[config.mk]
export PLATFORM = sky130hd
export DESIGN_NAME = host_pport
export DESIGN_NICKNAME = d
export VERILOG_FILES = /design/src/rtl/host_pport_pkg.sv /design/src/rtl/host_pport_sync.sv /design/src/rtl/host_pport_ctrl.sv /design/src/rtl/host_pport_dp.sv /design/src/rtl/host_pport.sv
export SDC_FILE = /design/constraint.sdc
export NUM_CORES = 1
export LEC_CHECK = 0
export ABC_AREA = 1
export BUFFER_PORTS_ARGS = -buffer_cell sky130_fd_sc_hd__buf_2
export CORE_MARGIN = 3
export CORE_UTILIZATION = 40
export DETAILED_ROUTE_END_ITERATION = 10
export PLACE_DENSITY_LB_ADDON = 0.08
export SLEW_MARGIN = 0
export SYNTH_ARGS = -nofsm -noshare
export SYNTH_HDL_FRONTEND = slang
export SYNTH_SLANG_ARGS = --single-unit
[constraint.sdc]
create_clock -name clk -period 1.2 [get_ports clk]
set_clock_uncertainty 0.15 [all_clocks]
set_input_delay 0.06 -clock clk [delete_from_list [all_inputs] [get_ports clk]]
set_output_delay 0.06 -clock clk [all_outputs]
set_load 0.02 [all_outputs]
[src/rtl/host_pport_pkg.sv]
package host_pport_pkg;
  localparam int FULL_BIT  = 0;
  localparam int EMPTY_BIT = 1;

  typedef struct packed {
    logic loadIn;
    logic loadOut;
  } pportStrobe_t;
endpackage

[src/rtl/host_pport_sync.sv]
module host_pport_sync #(
  parameter int STAGES = 2,
  parameter int NUM    = 2
) (
  input  logic           clk,
  input  logic           rstN,
  input  logic [NUM-1:0] strobeN,
  output logic [NUM-1:0] assertEv,
  output logic [NUM-1:0] releaseEv
);
  generate
    for (genvar g = 0; g < NUM; g++) begin : g_line
      // chain[STAGES-1] is the synchronised level; chain[STAGES] is its previous value
      logic [STAGES:0] chain;
      always_ff @(posedge clk or negedge rstN) begin
        if (!rstN) chain <= '1;
        else       chain <= {chain[STAGES-1:0], strobeN[g]};
      end
      assign assertEv[g]  = chain[STAGES] & ~chain[STAGES-1];
      assign releaseEv[g] = ~chain[STAGES] & chain[STAGES-1];
    end
  endgenerate
endmodule

[src/rtl/host_pport_ctrl.sv]
module host_pport_ctrl
  import host_pport_pkg::*;
#(
  parameter int STAT_W = 8
) (
  input  logic              clk,
  input  logic              rstN,
  input  logic              hostWrEv,
  input  logic              hostRdEv,
  input  logic              coreRdIn,
  input  logic              coreWr,
  input  logic              inPassive,
  input  logic              outPassive,
  input  logic              chanSelIn,
  output pportStrobe_t      strobe,
  output logic              inFull,
  output logic              outEmpty,
  output logic              sel0,
  output logic [STAT_W-1:0] coreStatus
);
  logic fullRaw;
  logic emptyRaw;

  always_ff @(posedge clk or negedge rstN) begin
    if (!rstN)         fullRaw <= 1'b0;
    else if (hostWrEv) fullRaw <= 1'b1;
    else if (coreRdIn) fullRaw <= 1'b0;
  end

  always_ff @(posedge clk or negedge rstN) begin
    if (!rstN)         emptyRaw <= 1'b1;
    else if (coreWr)   emptyRaw <= 1'b0;
    else if (hostRdEv) emptyRaw <= 1'b1;
  end

  always_comb begin
    strobe.loadIn  = hostWrEv;
    strobe.loadOut = coreWr;
    inFull   = fullRaw & inPassive;
    outEmpty = emptyRaw & outPassive;
    sel0     = (inPassive && outPassive) ? (inFull | outEmpty) : chanSelIn;
    coreStatus            = '0;
    coreStatus[FULL_BIT]  = inFull;
    coreStatus[EMPTY_BIT] = outEmpty;
  end
endmodule

[src/rtl/host_pport_dp.sv]
module host_pport_dp
  import host_pport_pkg::*;
#(
  parameter int DATA_W = 8
) (
  input  logic              clk,
  input  logic              rstN,
  input  pportStrobe_t      strobe,
  input  logic [DATA_W-1:0] hostDataIn,
  input  logic [DATA_W-1:0] coreWrData,
  output logic [DATA_W-1:0] coreInData,
  output logic [DATA_W-1:0] hostDataOut
);
  logic [DATA_W-1:0] inReg;
  logic [DATA_W-1:0] outReg;

  always_ff @(posedge clk or negedge rstN) begin
    if (!rstN)              inReg <= '0;
    else if (strobe.loadIn) inReg <= hostDataIn;
  end

  always_ff @(posedge clk or negedge rstN) begin
    if (!rstN)               outReg <= '0;
    else if (strobe.loadOut) outReg <= coreWrData;
  end

  assign coreInData  = inReg;
  assign hostDataOut = outReg;
endmodule

[src/rtl/host_pport.sv]
module host_pport
  import host_pport_pkg::*;
#(
  parameter int DATA_W      = 8,
  parameter int SYNC_STAGES = 2,
  parameter int STAT_W      = 8
) (
  input  logic              clk,
  input  logic              rstN,
  input  logic              inPassive,
  input  logic              outPassive,
  input  logic              chanSelIn,
  input  logic              hostWrN,
  input  logic              hostRdN,
  input  logic [DATA_W-1:0] hostDataIn,
  output logic [DATA_W-1:0] hostDataOut,
  input  logic              coreRdIn,
  output logic [DATA_W-1:0] coreInData,
  input  logic              coreWr,
  input  logic [DATA_W-1:0] coreWrData,
  output logic [STAT_W-1:0] coreStatus,
  output logic              inFull,
  output logic              outEmpty,
  output logic              sel0
);
  localparam int NUM_STROBES = 2;

  logic [NUM_STROBES-1:0] assertEv;
  logic [NUM_STROBES-1:0] releaseEv;
  logic                   hostWrEv;
  logic                   hostRdEv;
  pportStrobe_t           strobe;

  host_pport_sync #(.STAGES(SYNC_STAGES), .NUM(NUM_STROBES)) u_sync (
    .clk       (clk),
    .rstN      (rstN),
    .strobeN   ({hostRdN, hostWrN}),
    .assertEv  (assertEv),
    .releaseEv (releaseEv)
  );

  assign hostWrEv = assertEv[0];
  assign hostRdEv = releaseEv[1];

  host_pport_ctrl #(.STAT_W(STAT_W)) u_ctrl (
    .clk        (clk),
    .rstN       (rstN),
    .hostWrEv   (hostWrEv),
    .hostRdEv   (hostRdEv),
    .coreRdIn   (coreRdIn),
    .coreWr     (coreWr),
    .inPassive  (inPassive),
    .outPassive (outPassive),
    .chanSelIn  (chanSelIn),
    .strobe     (strobe),
    .inFull     (inFull),
    .outEmpty   (outEmpty),
    .sel0       (sel0),
    .coreStatus (coreStatus)
  );

  host_pport_dp #(.DATA_W(DATA_W)) u_dp (
    .clk         (clk),
    .rstN        (rstN),
    .strobe      (strobe),
    .hostDataIn  (hostDataIn),
    .coreWrData  (coreWrData),
    .coreInData  (coreInData),
    .hostDataOut (hostDataOut)
  );
endmodule

Word level (Yosys, flattened, before mapping)
Cells that the tools add are included.

cells by class
  multiplexer cells = 5
  bitwise gates (word level) = 7
  reduce and logical (&&, ||, !) cells = 3

operator list
  kind                number
  1-bit two-way mux   5
  1-bit AND           4
  2-bit nonzero test  2
  1-bit NOT           2
  1-bit logical AND   1
  1-bit OR            1

storage, ports and cells
  flip-flop bits (word level) = 24
  input port bits = 25
  output and inout bits = 27
  logic and storage cells = 21

Depth between registers and ports, before layout
Gate-level depths: netlist of run 1.

  depth in word-level cells = 4
  mapped depth = 4

Hierarchy
Synthesis of run 1 repeated with hierarchy kept, for this count alone.

second synthesis, totals
  cells, all modules = 109
  area, all modules = 984.7 µm²

modules (own cells, without submodules)
  module           instances  cells an instance  area each (µm²)  sequential area each (µm²)
  host_pport_dp    1          68                 610.6            400.4
  host_pport_sync  1          14                 187.7            157.7
  host_pport_ctrl  1          27                 186.4            51.3

Least setup slack after synthesis of run 1
OpenSTA, ideal clock, no wires.

  kind = reg-to-reg
  start point = register u_sync.g_line[0].chain[2]
  end point = register u_dp.inReg[0], in the netlist u_dp.coreInData[0]
  library setup time = 117 ps
  data arrival time = 835 ps
  data required time = 933 ps
  slack = 98 ps
  stages on the path, launching flop included = 5
  path buffers = 1
  period minus slack after synthesis = 1102 ps
  path through = dfstp_2 -> buf_4 -> nand2_2 -> nand2_1 -> nand2_1

on the way
  cells in the longest elaborated chain, start to end = 1

RTL lines
  item                      RTL line               source
  start: declaration        host_pport_sync.sv:14  logic [STAGES:0] chain;
  start signal: assignment  host_pport_sync.sv:17  else chain <= {chain[STAGES-1:0], strobeN[g]};
  1-bit AND                 host_pport_sync.sv:19  assign assertEv[g] = chain[STAGES] & ~chain[STAGES-1];
  end signal: assignment    host_pport_dp.sv:19    else if (strobe.loadIn) inReg <= hostDataIn;
  end: declaration          host_pport_dp.sv:14    logic [DATA_W-1:0] inReg;

No other way between the ends.
A chain may end at the register's enable or synchronous reset.

Final worst setup path of run 1
  start point = register u_ctrl.emptyRaw
  end point = output sel0

on the way
  cells in the longest elaborated chain, start to end = 3

RTL lines
  item                      RTL line               source
  start: declaration        host_pport_ctrl.sv:22  logic emptyRaw;
  start signal: assignment  host_pport_ctrl.sv:31  if (!rstN) emptyRaw <= 1'b1;
  start signal: assignment  host_pport_ctrl.sv:32  else if (coreWr) emptyRaw <= 1'b0;
  start signal: assignment  host_pport_ctrl.sv:33  else if (hostRdEv) emptyRaw <= 1'b1;
  1-bit AND                 host_pport_ctrl.sv:40  outEmpty = emptyRaw & outPassive;
  1-bit OR                  host_pport_ctrl.sv:41  sel0 = (inPassive && outPassive) ? (inFull | outEmpty) : chanSelIn;
  1-bit two-way mux         host_pport_ctrl.sv:41
  end: declaration          host_pport.sv:24       output logic sel0

No other way between the ends.

==> results of run 1 <==
==> how the worst max path moves through the flow <==
stage                     depth (start not counted)             end                 startpoint
after floorplan                                   3   coreStatus[1]            u_ctrl.emptyRaw
after global placement                            3  u_ctrl.fullRaw  u_sync.g_line[0].chain[1]
after detailed placement                          3  u_ctrl.fullRaw  u_sync.g_line[0].chain[1]
after CTS                                         5            sel0            u_ctrl.emptyRaw
after global routing                              5            sel0            u_ctrl.emptyRaw
final                                             5            sel0            u_ctrl.emptyRaw
==> placed cells by master, fill, tap and decap left out <==
cell type	netlist	final
a21oi_1	1	1
buf_2	0	40
buf_4	9	3
buf_6	1	5
clkbuf_4	0	3
clkbuf_8	0	1
conb_1	1	6
dfrtp_1	17	17
dfstp_2	7	7
dlygate4sd3_1	0	21
inv_1	14	13
inv_2	1	1
inv_4	0	1
nand2_1	32	27
nand2_2	1	5
nand2_4	0	1
nand3_1	8	8
o21ai_0	9	9
==> power groups by stage <==
| stage | Clock [mW] | Sequential (mW) | Combinational (mW) |
|---|---|---|---|
| detailed placement | 0 | 0.945 | 0.327 |
| finish | 0.418 | 0.932 | 0.406 |
| global placement | 0 | 0.944 | 0.320 |
| global route | 0.463 | 0.942 | 0.454 |
| CTS | 0.438 | 0.932 | 0.395 |
| floorplan | 0 | 1.02 | 0.132 |
==> cell families after synthesis <==
group | count (synthesis) | synth area share
simple gates | 41 | 0.1725
flops | 24 | 0.6317
other cells | 1 | 0.003887
buf+inv | 25 | 0.1401
compound gates | 10 | 0.05187
==> repair_timing <==
action,in CTS,in global routing
setup buffers,0,2
hold endpoints to repair,44,0
pin swaps,4,3
setup endpoints to repair,5,12
hold buffers,21,0
gates resized for setup,13,5
==> metal layers <==
| layer | share of wire | vias to the layer above |
|---|---|---|
| met5 | 0 | - |
| met4 | 0.0042 | 0 |
| met3 | 0.063 | 2 |
| met2 | 0.53 | 31 |
| met1 | 0.41 | 380 |
| li1 | - | 429 |
==> cell type report <==
class | count | area (sq um)
Clock buffer | 4 | 36.28
Tap cell | 28 | 35.03
Sequential cell | 24 | 609.3
Fill cell | 190 | 769.5
Inverter | 15 | 58.81
Multi-Input combinational cell | 57 | 256.5
Timing Repair Buffer | 69 | 489.2
==> sequential cells by signal, indices dropped and copies added, names as in the netlist <==
signal	flops
u_sync.g_line.chain	6
u_dp.coreInData	8
u_ctrl.fullRaw	1
u_dp.hostDataOut	8
u_ctrl.emptyRaw	1
==> stage by stage <==
stage,cells,util,setup WS (ps)
after floorplan,106,-,97.75
after global routing,197,0.6587,-271.3
after detailed placement,170,0.5200,50.96
after global placement,170,0.5200,88.40
after CTS,195,0.6454,-247.2
final,197,0.6587,-200.1
==> critical path, delay by kind of cell (launching register included) <==
kind                   cells  cell delay (ps)
and+or+nand+nor            4              220
buffers and inverters      1              110
DFF                        1              560
==> out/qor.txt, run 1 <==
clk buf depth: 2
main flop type after synthesis: dfrtp_1
Finished Cell Area: 0.001485 sq mm
critical path class: reg2out
ANT nets after route: 0
first-pass GRT wire length: 3.325 mm
initial antenna violation count: 0
Hold Crit Class: in2async
Yosys Warn Count: 0
FF-to-FF End: u_dp.coreInData[1]
top cells by area, synth: dfrtp_1 44%, dfstp_2 19%, nand2_1 12%, buf_4 7.0%, inv_1 5.4%
FMAX: 714.2 MHz
Sw Ratio: 0.2870
outcome: finished with violations
DP Area: 0.001172 sq mm
post-synthesis sequential area ratio: 0.6316
Peak VDD IR: 0.0008114 V
Synth top area share: 0.4410
post-DP HPWL: 1.375 mm
largest net degree at the start of global routing: 25
Max Fanout on Critical Path: 2
Final Net Count: 195
Seq pwr share: 0.531
busiest layer in global routing: met2
Overall Global Routing Usage: 0.1514
min setup slack post-route: -200.1 ps
Worst Reg-to-Reg Cells: 3
met3 Track Usage GR: 0.02681
most common cell in the netlist: nand2_1
final hold vios: 0
Min Hold Slack: 102.4 ps
DRC errors left: 0
M1 GR Usage: 0.1785
P&R area growth vs syn: 53.96%
clk slew on worst S/H paths: 130 ps
vias in the first global route: 816
starting density of the core: 0.4279
Avg Cell Area, Syn: 9.551 sq um
final WL: 2.123 mm
cell chain of the critical path: nand2_2, nand2_2, nand2_2, nand2_2, buf_6
die area: 0.003037 sq mm
max capacitance violation total: 0
Final period util: 1.167
Async S/R FF share, synth: 1.000
drt pass-1 iters: 4
IO Pins: 52
Period minus WS final: 1400 ps
NetSw: 503.8 uW
worst slew pin tran: 539.9 ps
Worst path max stage delay: 560 ps
R2R setup slack: 90 ps
Slew Viols, Final: 0
Core ar.: 0.002255 sq mm
cell accounting for the most synthesized area: dfrtp_1
P_int: 1.252 mW
overall power consumption: 1.756 mW
RSZ-0062 raised after global routing: yes
Logic pwr share: 0.231
EDFF count, synth: 0
DR iter-0 viols: 8
routed vias: 842
H-tree depth: 1
reg2reg start: u_sync.g_line[0].chain[2]
I/O Buffers: 45
Post-Route Setup TNS: -645.8 ps
Die Wd: 55.11 microns
Die Height: 55.11 microns
Worst EP arrival: 1190 ps
WP data required: 990 ps
synthesized instance count: 101
Sink Count: 24
Overflow after GRT: 0
CP endpoint kind: output port
Pwr Density: 1182 mW/mm^2
Worst slew margin: 0.6401
RD Place Congestion: 0.5946
Root Buffer: clkbuf_4
Worst Setup Start Kind: flop
num rows: 17
share of cells above drive strength 1: 0.3964
clock latency on the worst-skew pair: 300 ps
Post-synth top cells: 32 x nand2_1, 17 x dfrtp_1, 14 x inv_1
post-synth design cell area: 964.7 sq um
Leak: 0.8204 nW
WL/cell: 10.78 microns
n_diodes: 0
met2 Use GR: 0.2756
Vias/cell: 4.274
number of synthesized register bits: 24
Clock Power Share: 0.238
failing checks: setup timing
synth unique cells: 12
final setup violation count: 5
CP most frequent cell: nand2_2
CP max-delay cell: dfstp_2
Num CTS Buffers: 3
CTS tree: built
(Power assumes the default switching activity.)
==> run 2: changes to the inputs <==
Settings changed: BUFFER_PORTS_ARGS -buffer_cell sky130_fd_sc_hd__buf_2 to not set, CTS_CLUSTER_DIAMETER set to 60, DONT_BUFFER_PORTS set to 1.
Clock period 1.2 ns to 1.4 ns, I/O delays scaled along.
==> out/qor.txt, run 2 (synthesis gave the netlist of run 1 again) <==
outcome: completed
Overflow after GRT: 0 (unchanged)
Worst EP arrival: 1170 ps (-20 ps)
fillcell total: 208 (+9.5%)
clock latency on the worst-skew pair: 310 ps (about the same)
DR iter-0 viols: 9 (+1)
final setup violation count: 0 (-5)
RSZ-0062 raised after global routing: yes
drt pass-1 iters: 4 (unchanged)
Die Height: 55.11 microns (unchanged)
critical path class: reg2out
DRC errors left: 0 (unchanged)
Place WS: 260.9 ps (+209.9 ps)
reg2reg start: u_sync.g_line[0].chain[2]
CTS tree: built
share of cells above drive strength 1: 0.1322 (-0.2642)
Overall Global Routing Usage: 0.1311 (-0.02026)
Final period util: 0.9903
most frequent cells in the layout: 30 x nand2_1, 21 x dlygate4sd3_1, 17 x dfrtp_1
Leak: 0.6066 nW (-26%)
vias in the first global route: 684 (-16%)
num rows: 17 (unchanged)
ANT nets after route: 0 (unchanged)
WP data required: 1180 ps (+190 ps)
CP endpoint kind: output port
WL/cell: 12.09 microns (+12%)
Final Net Count: 147 (-25%)
clk slew on worst S/H paths: 130 ps (about the same)
FF-to-FF End: u_dp.coreInData[4]
final hold vios: 0 (unchanged)
post-DP HPWL: 1.192 mm (-13%)
Max Fanout on Critical Path: 2 (unchanged)
starting density of the core: 0.4279 (unchanged)
Period minus WS final: 1386 ps
Worst Setup Start Kind: flop
Peak VDD IR: 0.0009022 V (+11%)
R2R setup slack: 240 ps (+150 ps)
Vias/cell: 4.477 (+4.7%)
first-pass GRT wire length: 2.808 mm (-16%)
worst slew pin tran: 1014 ps (+474.4 ps)
leading cell type in the layout, fill and taps excluded: nand2_1
initial antenna violation count: 0 (unchanged)
min setup slack post-route: 13.55 ps (+213.7 ps)
largest net degree at the start of global routing: 25 (unchanged)
Root Buffer: clkbuf_4
Post-CTS Setup Bufs: 0 (unchanged)
Placed Cells: 124 (-27%)
die area: 0.003037 sq mm (unchanged)
Worst slew margin: 0.3216 (-0.3185)
clk buf depth: 2 (unchanged)
max capacitance violation total: 0 (unchanged)
Non-Filler Instances: 149 (-24%)
Hold Path Stages: 2
Core ar.: 0.002255 sq mm (unchanged)
worst setup path endpoint: sel0
final WL: 1.802 mm (-15%)
P&R area growth vs syn: 25.55%
RD Place Congestion: 0.5857 (-1.5%)
crit path launch: u_ctrl.emptyRaw
IO Pins: 52 (unchanged)
FMAX: 721.3 MHz
Die Wd: 55.11 microns (unchanged)
Hold Crit Class: in2out
Slew Viols, Final: 0 (unchanged)
Sink Count: 24 (unchanged)
Worst Reg-to-Reg Cells: 3 (unchanged)
I/O Buffers: 0 (-100%)
n_diodes: 0 (unchanged)
Pwr Density: 1263 mW/mm^2 (+6.9%)
Num CTS Buffers: 3 (unchanged)
H-tree depth: 1 (unchanged)
routed vias: 667 (-21%)
[run 2: cell types whose count changed in the layout (fill, tap and decap cells not counted), sizes merged]
| cell | previous run | this run |
|---|---|---|
| inv | 15 | 14 |
| clkinvlp | 0 | 1 |
| bufinv | 0 | 1 |
| clkbuf | 4 | 3 |
| buf | 48 | 0 |
[run 2: power breakdown]
group / switching (mW) / total (mW) / leakage, nW / internal (mW)
registers: 0.108 / 0.873 / 0.281 / 0.765
clock network: 0.203 / 0.492 / 0.0279 / 0.289
logic: 0.0958 / 0.165 / 0.298 / 0.0690
[run 2: per-stage QoR]
step | utilization | hold slack (ps) | TNS (ps) | power [mW] | cell area, sq um
finish | 0.5372 | 142.1 | 0 | 1.530 | 1211
global placement | 0.4168 | -375.0 | 0 | 0.9788 | 939.7
floorplan | - | -375.6 | 0 | 0.9843 | 983.4
CTS | 0.5372 | 115.9 | -29.66 | 1.551 | 1211
detailed placement | 0.4168 | -375.1 | 0 | 0.9838 | 939.7
global route | 0.5372 | 119.7 | -55.94 | 1.612 | 1211
[run 2: worst min-delay path by stage]
stage / end / slack (ps) / from
6_report: sel0 / 140 / chanSelIn
2_1_floorplan: u_ctrl.fullRaw / -380 / rstN
3_3_place_gp: u_dp.coreInData[0] / -380 / rstN
4_1_cts: u_sync.g_line[0].chain[0] / 120 / hostWrN
3_5_place_dp: u_dp.coreInData[4] / -380 / rstN
5_1_grt: u_sync.g_line[1].chain[0] / 120 / hostRdN
[run 2: critical path: stages, from the launching register on]
cell and delay (ps):
dfstp_2 560, nand2_2 70, nand2_1 60, nand2_1 50, nand2_2 110
[run 2: cell type report]
type                    instances  area (sq um)  area share
flip-flops and latches         24         609.3      0.5031
multi-input cells              57         244.0      0.2014
repair buffers                 21         210.2      0.1736
inverters                      15         60.06     0.04959
well taps                      28         35.03     0.02893
clock inverters                 1         30.03     0.02479
clock buffers                   3         22.52     0.01860
[run 2: per-layer routing]
metal  GRT usage  up-vias  wire length, microns
met1      0.1417      296                   694
met5           0        -                     0
met2      0.2362       35                   922
li1            -      334                     -
met4     0.01215        0                    12
met3     0.06702        2                   171
[run 2: repair_timing]
item / 4_1_cts / 5_1_grt
resized for setup: 3 / 0
hold buffers: 21 / 0
hold endpoints to repair: 44 / 0
pin swaps: 3 / 4
setup endpoints to repair: 3 / 1
==> run 3: changes to the inputs <==
Settings changed: REMOVE_ABC_BUFFERS set to 1.
==> out/qor.txt, run 3 (synthesis gave the netlist of run 1 again) <==
outcome: completed
final WL: 1.770 mm (-1.8%)
final hold vios: 0 (unchanged)
Overall Global Routing Usage: 0.1301 (-0.001057)
Overflow after GRT: 0 (unchanged)
first-pass GRT wire length: 2.780 mm (-1.0%)
WP depth: 4 (unchanged)
post-DP HPWL: 1.207 mm (+1.3%)
Finished Cell Area: 0.001181 sq mm (-2.5%)
Sink Count: 24 (unchanged)
ANT nets after route: 0 (unchanged)
clk buf depth: 2 (unchanged)
Worst path max stage delay: 560 ps (about the same)
Slew Viols, Final: 0 (unchanged)
Top delay family on crit path: flip-flops
num rows: 17 (unchanged)
DRC errors left: 0 (unchanged)
WL/cell: 11.88 microns (-1.8%)
Max Fanout on Critical Path: 2 (unchanged)
FF-to-FF End: u_dp.coreInData[0]
routed vias: 660 (-1.0%)
CTS tree: built
H-tree depth: 1 (unchanged)
Hold Crit Class: in2out
crit path launch: u_ctrl.emptyRaw
Die Wd: 55.11 microns (unchanged)
reg2reg start: u_sync.g_line[0].chain[2]
drt pass-1 iters: 4 (unchanged)
Peak VDD IR: 0.0005449 V (-40%)
WP buf/inv: 0 (unchanged)
most frequent cells in the layout: 30 x nand2_1, 21 x dlygate4sd3_1, 17 x dfrtp_1
leading cell type in the layout, fill and taps excluded: nand2_1
Place WS: 267.7 ps (+6.798 ps)
Placed Cells: 124 (unchanged)
CP max-delay cell: dfstp_2
Vias/cell: 4.430 (-1.0%)
final setup violation count: 0 (unchanged)
Worst slew margin: 0.3121 (-0.009462)
vias in the first global route: 676 (-1.2%)
Final Net Count: 147 (unchanged)
Pwr Density: 1137 mW/mm^2 (-10%)
Worst EP arrival: 1140 ps (-30 ps)
RSZ-0062 raised after global routing: yes
Root Buffer: clkbuf_4
max capacitance violation total: 0 (unchanged)
Worst Setup Start Kind: flop
overall power consumption: 1.343 mW (-12%)
R2R setup slack: 250 ps (about the same)
cell chain of the critical path: nand2_2, nand2_1, nand2_1, nand2_2
CP endpoint kind: output port
critical path class: reg2out
P&R area growth vs syn: 22.44%
Die Height: 55.11 microns (unchanged)
FMAX: 734.9 MHz (+1.9%)
final core occ: 0.5239 (-0.01332)
Non-Filler Instances: 149 (unchanged)
min setup slack post-route: 39.27 ps (+25.73 ps)
IO Pins: 52 (unchanged)
WP data required: 1180 ps (about the same)
clock latency on the worst-skew pair: 300 ps (about the same)
DP Area: 939.7 sq um (unchanged)
worst setup path endpoint: sel0
worst slew pin tran: 1028 ps (+14.15 ps)
RD Place Congestion: 0.5567 (-5.0%)
n_diodes: 0 (unchanged)
fillcell total: 217 (+4.3%)
Post-Route Setup TNS: 0 ps (unchanged)
I/O Buffers: 0 (unchanged)
share of cells above drive strength 1: 0.1240 (-0.008264)
Post-CTS Setup Bufs: 0 (unchanged)
Num CTS Buffers: 3 (unchanged)
Period minus WS final: 1361 ps (-25.73 ps)
Core ar.: 0.002255 sq mm (unchanged)
Worst Reg-to-Reg Cells: 3 (unchanged)
largest net degree at the start of global routing: 25 (unchanged)
Hold Path Stages: 2 (unchanged)
Leak: 0.6008 nW (-0.97%)
starting density of the core: 0.4279 (unchanged)
die area: 0.003037 sq mm (unchanged)
clk slew on worst S/H paths: 120 ps (about the same)
initial antenna violation count: 0 (unchanged)
Final period util: 0.9719 (-0.01838)
Min Hold Slack: 139.6 ps (-2.559 ps)
DR iter-0 viols: 10 (+1)
==> run 3: cell count changes in the layout (fill, tap and decap cells not counted) <==
| cell | before | now |
|---|---|---|
| bufinv_16 | 1 | 0 |
| clkbuf_1 | 0 | 1 |
| clkinvlp_4 | 1 | 0 |
| inv_2 | 1 | 2 |
==> run 3: repair_timing <==
item,in CTS,in global routing
hold buffers,21,0
endpoints found under the setup margin,3,1
resized for setup,2,1
pin swaps,0,4
hold endpoints to repair,44,0
==> run 3: how the worst min path moves through the flow <==
stage	startpoint	to	slack (ps)
after floorplan	rstN	u_ctrl.fullRaw	-380
after global placement	rstN	u_dp.coreInData[4]	-370
after detailed placement	rstN	u_dp.coreInData[4]	-370
after CTS	hostWrN	u_sync.g_line[0].chain[0]	130
after global routing	hostRdN	u_sync.g_line[1].chain[0]	130
final	outPassive	coreStatus[1]	140
==> run 3: area by class of cell <==
class	instances	area, sq um	share of cell area
Timing Repair Buffer	21	210.2	0.1780
Inverter	15	56.30	0.04767
Clock buffer	4	26.28	0.02225
Multi-Input combinational cell	57	244.0	0.2066
Sequential cell	24	609.3	0.5159
Tap cell	28	35.03	0.02966
==> run 3: power breakdown <==
group	leakage, nW	internal, mW	switching, mW
clock	0.0150	0.111	0.196
combinational	0.305	0.0684	0.0940
sequential	0.281	0.765	0.108
total	0.601	0.944	0.398
==> run 3: worst register-to-register path, cell delays in order (launching register included) <==
cell	delay (ps)
dfstp_2	630
nand2_2	140
nand2_1	90
nand2_1	50
==> run 3: metal layers <==
metal,global-route usage,routed length [microns],part of all wire,vias to the layer above
met5,0,0,0,-
met4,0.06073,13,0.0073,0
met3,0.03485,164,0.093,2
met2,0.2224,886,0.50,32
met1,0.1503,706,0.40,294
li1,-,-,-,332
